[config.mk]
export PLATFORM = sky130hd
export DESIGN_NAME = ata_cmd_issuer
export DESIGN_NICKNAME = d
export VERILOG_FILES = /design/src/rtl/ata_iss_pkg.sv /design/src/rtl/ata_tf_step.sv /design/src/rtl/ata_poll_timer.sv /design/src/rtl/ata_iss_fsm.sv /design/src/rtl/ata_cmd_issuer.sv
export SDC_FILE = /design/constraint.sdc
export NUM_CORES = 1
export LEC_CHECK = 0
export BUFFER_PORTS_ARGS = -buffer_cell sky130_fd_sc_hd__buf_2
export CAP_MARGIN = 30
export CORE_ASPECT_RATIO = 0.7
export CORE_MARGIN = 1.5
export CORE_UTILIZATION = 50
export CTS_CLUSTER_SIZE = 28
export DETAILED_ROUTE_END_ITERATION = 6
export GPL_TIMING_DRIVEN = 0
export PLACE_DENSITY = 0.75
export SYNTH_ARGS = -nofsm -noshare
export SYNTH_HDL_FRONTEND = slang
export SYNTH_SLANG_ARGS = --single-unit
[constraint.sdc]
create_clock -name clk -period 7.3 [get_ports clk]
set_clock_uncertainty 0.1 [all_clocks]
set_input_delay 1.825 -clock clk [delete_from_list [all_inputs] [get_ports clk]]
set_output_delay 1.825 -clock clk [all_outputs]
set_load 0.05 [all_outputs]
[src/rtl/ata_iss_pkg.sv]
package ata_iss_pkg;

    typedef enum logic [3:0] {
        S_IDLE,
        S_SELECT,
        S_POLL,
        S_DEVCTL,
        S_LOAD,
        S_DRIVE,
        S_ISSUE,
        S_DONE,
        S_FAIL
    } iss_state_e;

    // register addresses on the device bus
    localparam logic [3:0] A_FEAT   = 4'd1;
    localparam logic [3:0] A_DRIVE  = 4'd6;
    localparam logic [3:0] A_CMD    = 4'd7;
    localparam logic [3:0] A_DEVCTL = 4'd14;

    // drive register bits and device control value
    localparam logic [7:0] DRV_LEGACY = 8'hA0;
    localparam logic [7:0] DRV_LBA    = 8'h40;
    localparam logic [7:0] CTL_IRQ_ON = 8'h08;

    // step counts for the task-file load
    localparam int STEPS_48 = 10;
    localparam int STEPS_28 = 5;

    typedef struct packed {
        logic        unit;
        logic        lba48;
        logic [15:0] feature;
        logic [15:0] count;
        logic [47:0] lba;
        logic [7:0]  cmd;
    } iss_req_t;

endpackage

[src/rtl/ata_tf_step.sv]
module ata_tf_step
    import ata_iss_pkg::*;
(
    input  iss_req_t   req,
    input  logic [3:0] idx,
    output logic [3:0] addr,
    output logic [7:0] data,
    output logic       last
);

    logic [2:0] slot;
    logic       hi;

    always_comb begin
        if (req.lba48) begin
            slot = idx[3:1];
            hi   = ~idx[0];
            last = (idx == 4'(STEPS_48 - 1));
        end else begin
            slot = idx[2:0];
            hi   = 1'b0;
            last = (idx == 4'(STEPS_28 - 1));
        end
        addr = A_FEAT + {1'b0, slot};
        case (slot)
            3'd0:    data = hi ? req.feature[15:8] : req.feature[7:0];
            3'd1:    data = hi ? req.count[15:8]   : req.count[7:0];
            3'd2:    data = hi ? req.lba[31:24]    : req.lba[7:0];
            3'd3:    data = hi ? req.lba[39:32]    : req.lba[15:8];
            default: data = hi ? req.lba[47:40]    : req.lba[23:16];
        endcase
    end

endmodule

[src/rtl/ata_poll_timer.sv]
module ata_poll_timer #(
    parameter int LIMIT = 16
) (
    input  logic clk,
    input  logic rst_n,
    input  logic run,
    output logic expired
);

    localparam int CW = (LIMIT > 1) ? $clog2(LIMIT) : 1;

    logic [CW-1:0] cnt;

    assign expired = (cnt == CW'(LIMIT - 1));

    always_ff @(posedge clk) begin
        if (!rst_n) begin
            cnt <= '0;
        end else if (!run) begin
            cnt <= '0;
        end else if (!expired) begin
            cnt <= cnt + 1'b1;
        end
    end

endmodule

[src/rtl/ata_iss_fsm.sv]
module ata_iss_fsm
    import ata_iss_pkg::*;
(
    input  logic       clk,
    input  logic       rst_n,
    input  logic       req_valid,
    input  logic       ready,
    input  logic       expired,
    input  logic       step_last,
    output iss_state_e state,
    output logic [3:0] step
);

    iss_state_e nxt;

    always_comb begin
        nxt = state;
        unique case (state)
            S_IDLE:   if (req_valid) nxt = S_SELECT;
            S_SELECT: nxt = S_POLL;
            S_POLL: begin
                if (ready)        nxt = S_DEVCTL;
                else if (expired) nxt = S_FAIL;
            end
            S_DEVCTL: nxt = S_LOAD;
            S_LOAD:   if (step_last) nxt = S_DRIVE;
            S_DRIVE:  nxt = S_ISSUE;
            S_ISSUE:  nxt = S_DONE;
            S_DONE:   nxt = S_IDLE;
            S_FAIL:   nxt = S_IDLE;
            default:  nxt = S_IDLE;
        endcase
    end

    always_ff @(posedge clk) begin
        if (!rst_n) begin
            state <= S_IDLE;
            step  <= '0;
        end else begin
            state <= nxt;
            if (state == S_DEVCTL)    step <= '0;
            else if (state == S_LOAD) step <= step + 1'b1;
        end
    end

endmodule

[src/rtl/ata_cmd_issuer.sv]
module ata_cmd_issuer
    import ata_iss_pkg::*;
#(
    parameter int         POLL_LIMIT = 16,
    parameter logic [7:0] BUSY_MASK  = 8'h80
) (
    input  logic        clk,
    input  logic        rst_n,
    input  logic        req_valid,
    input  logic        req_unit,
    input  logic        req_lba48,
    input  logic [15:0] req_feature,
    input  logic [15:0] req_count,
    input  logic [47:0] req_lba,
    input  logic [7:0]  req_cmd,
    output logic        busy,
    output logic        done,
    output logic        timeout_err,
    output logic [3:0]  bus_addr,
    output logic        bus_wr,
    output logic        bus_rd,
    output logic [7:0]  bus_wdata,
    input  logic [7:0]  bus_rdata
);

    iss_state_e state;
    iss_req_t   req_q;
    logic [3:0] step;
    logic [3:0] step_addr;
    logic [7:0] step_data;
    logic       step_last;
    logic       expired;
    logic       ready;
    logic [7:0] sel_byte;

    assign ready    = ((bus_rdata & BUSY_MASK) == 8'h00);
    assign sel_byte = DRV_LEGACY | DRV_LBA | {3'b000, req_q.unit, 4'h0};

    always_ff @(posedge clk) begin
        if (!rst_n) begin
            req_q <= '0;
        end else if (state == S_IDLE && req_valid) begin
            req_q <= '{unit: req_unit, lba48: req_lba48, feature: req_feature,
                       count: req_count, lba: req_lba, cmd: req_cmd};
        end
    end

    ata_iss_fsm u_fsm (
        .clk       (clk),
        .rst_n     (rst_n),
        .req_valid (req_valid),
        .ready     (ready),
        .expired   (expired),
        .step_last (step_last),
        .state     (state),
        .step      (step)
    );

    ata_poll_timer #(.LIMIT(POLL_LIMIT)) u_timer (
        .clk     (clk),
        .rst_n   (rst_n),
        .run     (state == S_POLL),
        .expired (expired)
    );

    ata_tf_step u_step (
        .req  (req_q),
        .idx  (step),
        .addr (step_addr),
        .data (step_data),
        .last (step_last)
    );

    always_comb begin
        busy        = (state != S_IDLE);
        done        = 1'b0;
        timeout_err = 1'b0;
        bus_addr    = 4'd0;
        bus_wr      = 1'b0;
        bus_rd      = 1'b0;
        bus_wdata   = 8'h00;
        unique case (state)
            S_IDLE: ;
            S_SELECT: begin
                bus_wr    = 1'b1;
                bus_addr  = A_DRIVE;
                bus_wdata = sel_byte;
            end
            S_POLL: begin
                bus_rd   = 1'b1;
                bus_addr = A_CMD;
            end
            S_DEVCTL: begin
                bus_wr    = 1'b1;
                bus_addr  = A_DEVCTL;
                bus_wdata = CTL_IRQ_ON;
            end
            S_LOAD: begin
                bus_wr    = 1'b1;
                bus_addr  = step_addr;
                bus_wdata = step_data;
            end
            S_DRIVE: begin
                bus_wr    = 1'b1;
                bus_addr  = A_DRIVE;
                bus_wdata = req_q.lba48 ? (DRV_LBA | {3'b000, req_q.unit, 4'h0})
                                        : (sel_byte | {4'h0, req_q.lba[27:24]});
            end
            S_ISSUE: begin
                bus_wr    = 1'b1;
                bus_addr  = A_CMD;
                bus_wdata = req_q.cmd;
            end
            S_DONE: done        = 1'b1;
            S_FAIL: timeout_err = 1'b1;
            default: ;
        endcase
    end

endmodule

==> reports/qor.yml <==
yosys.area.top_type: "dfxtp_1"
max_slew_margin_pct: 47.5
hold_start: "req_q[59]"
postSynthAreaPerCell_um2: 8.34
r2r_end: "req_q[23]"
path_class: "reg -> out"
synthMuxAreaShare_pct: 9.42
setup_slack_ps: 2120
layout_min_cycle_time_ps: 5180
worstPathArrival_ps: 3250
fin_util_pct: 61.7
tightest_slew_ps: 776
synthTopCellsByArea: "dfxtp_1, nand2_1, a21boi_1, mux2_2, ha_1"
top_layer: "met4"
cts_tree: "built"
netlist_area_mm2: 0.00498
cts_resized: 0
synth_top_area_share_pct: 41.0
cp-end-kind: "output pin"
max_clock_freq_ghz: 0.193
setup_violations: 0
synth-xor-area-share_pct: 0.703
synth_compound_area_share_pct: 21.7
remaining_drc_errors: 0
wl_met2_um: 5780
maxSlewViolCount: 0
synth_edf_count: 0
port-buffer-count: 109
ys_seq_elements: 102
antenna_cells: 0
stdcell_count: 850
drv_cap: 0
grt_first_pass_wirelength_um: 21500
synth_cell_types: 45
preCtsSetupSlack_ps: 2570
place_hpwl_um: 10600
yosysWarnings: 0
grt_max_degree: 17
drt-initial-drc-count: 323
overflow: 0
synth_flop_cell: "dfxtp_1"
synth_top_family_by_area: "compound AO/OA/AOI/OAI gates"
avgRoutedWirePerCell_um: 16.2
hold_end: "req_q[59]"
status: "completed"
path_max_fanout: 8
syn-instance-count: 597
fin_setup_tns_ps: 0
first_global_vias: 4270
die_y_um: 86.5
final_antenna_net_count: 0
ctsHoldBuffers: 0
clk_latency_ps: 340
cts.sinks: 102
timing.final.crit_share_pct: 70.9
areaGrowthSynthToFinish_pct: 19.9
drt-met1-wl_um: 6700
cts_inserted_buffers: 9
core_area_mm2: 0.00968
rr_startpoint: "u_fsm.state[2]"
syn-num-nets: 706
yosysSeqAreaShare_pct: 41.0
dp_cells: 834
async_reset_ff_share_pct: 0
hp-class: "reg -> reg"
ios: 118
p_per_area_mw_per_mm2: 223
finalHoldViolCount: 0
fin_total_pwr_w: 0.00133
dr_total_vias: 4598
row_count: 30
start_kind: "flip-flop"
r2r_cells: 6
clockBufferDepth: 2
r2r_setup_slack_ps: 5250
die-area_mm2: 0.0106
cts_root_buf: "clkbuf_16"
antenna_found_initial: 0
crit_required_ps: 5380
synthAdderAreaFrac_pct: 2.01
synthSimpleGateAreaFrac_pct: 20.5
start_util_pct: 51.4
gp_congestion: 0.880
post_cts_buffers: 0
h-tree-depth: 3
vias_per_cell: 5.41
irDropWorstVdd_mv: 0.128
first_pass_iters: 5
routed_wirelength_um: 13800
clk_pin_slew_ps: 70
fin_nets: 826
met3WireLength_um: 1080
layout-drive-gt1-share_pct: 24.5
fp.dieW_um: 122
p_leak_nw: 2.49
grt.total_usage_pct: 26.8
holdPathStages: 2
rsz0062_at_grt: "no"
synth_stat cells, drive strengths merged (6+ instances only):
library cell	instances
inv	7
a221o	6
nand3	15
mux2	33
nand2b	7
o21ai	6
clkbuf	25
dfxtp	102
ha	8
nor2	15
mux2i	9
buf	19
a221oi	8
a21oi	15
a21boi	90
nand2	192
worst max path at each step:
stage                    from           end  slack [ps]  depth (start not counted)
detailed placement  req_q[88]  bus_wdata[1]        2570                         10
global placement    req_q[88]  bus_wdata[1]        2650                         10
floorplan           req_q[88]  bus_wdata[6]        2850                          9
CTS                 req_q[88]  bus_wdata[1]        2180                         10
global route        req_q[88]  bus_wdata[1]        2000                         10
finish              req_q[88]  bus_wdata[1]        2120                         10
final cells by class:
class	count	area, um2
clock buffers	11	253
fillers	886	3710
well taps	128	160
repair buffers	109	546
multi-input cells	444	2700
clock inverters	5	33.8
inverters	7	26.3
plain buffers	44	209
flip-flops and latches	102	2040
cell families (layout without fill, tap and decap cells):
logic type	Yosys count	count (layout)
DFF	102	102
muxes	42	42
xor gates and xnor gates	4	4
and+or+nand+nor	246	246
AOI/OAI and AO/OA	144	144
buffers and inverters	51	176
adders and majority gates	8	8
sequential cells by signal, summed over array words and instances (netlist names):
name         flops
u_fsm.state      4
u_fsm.step       4
req_q           90
u_timer.cnt      4
through the flow:
step	instance area [um2]	hold WS, ps
after CTS	5970	355
after global placement	5690	339
after detailed placement	5690	346
after floorplan	4980	331
after global routing	5970	374
final	5970	353
layout by cell type, fill, tap and decap left out, drive strengths merged, types with 5 or more instances in the layout:
cell,netlist,routed
nand2,192,192
buf,19,128
dfxtp,102,102
a21boi,90,90
clkbuf,25,36
mux2,33,33
nand3,15,15
nor2,15,15
a21oi,15,15
mux2i,9,9
ha,8,8
a221oi,8,8
nand2b,7,7
inv,7,7
o21ai,6,6
a221o,6,6
nor3,5,5
a31oi,5,5
critical path, cell delays in order, from the launching register on:
cell and delay (ps):
dfxtp_1 360, buf_6 150, mux2i_1 450, inv_1 130
ha_1 230, ha_1 190, buf_1 230, a221oi_1 470
a31oi_1 190, a221o_1 290, buf_2 210
per-layer routing:
layer	global-route usage (%)	vias to the layer above
met5	0	-
met4	7.19	0
li1	-	2275
met1	40.3	2107
met3	5.07	21
met2	39.2	195
report_power, final:
part           switching, W  internal [W]
logic              0.000154     0.0000982
clock network      0.000208      0.000249
registers         0.0000268      0.000597
No activity file was read; power rests on OpenSTA's default activity.
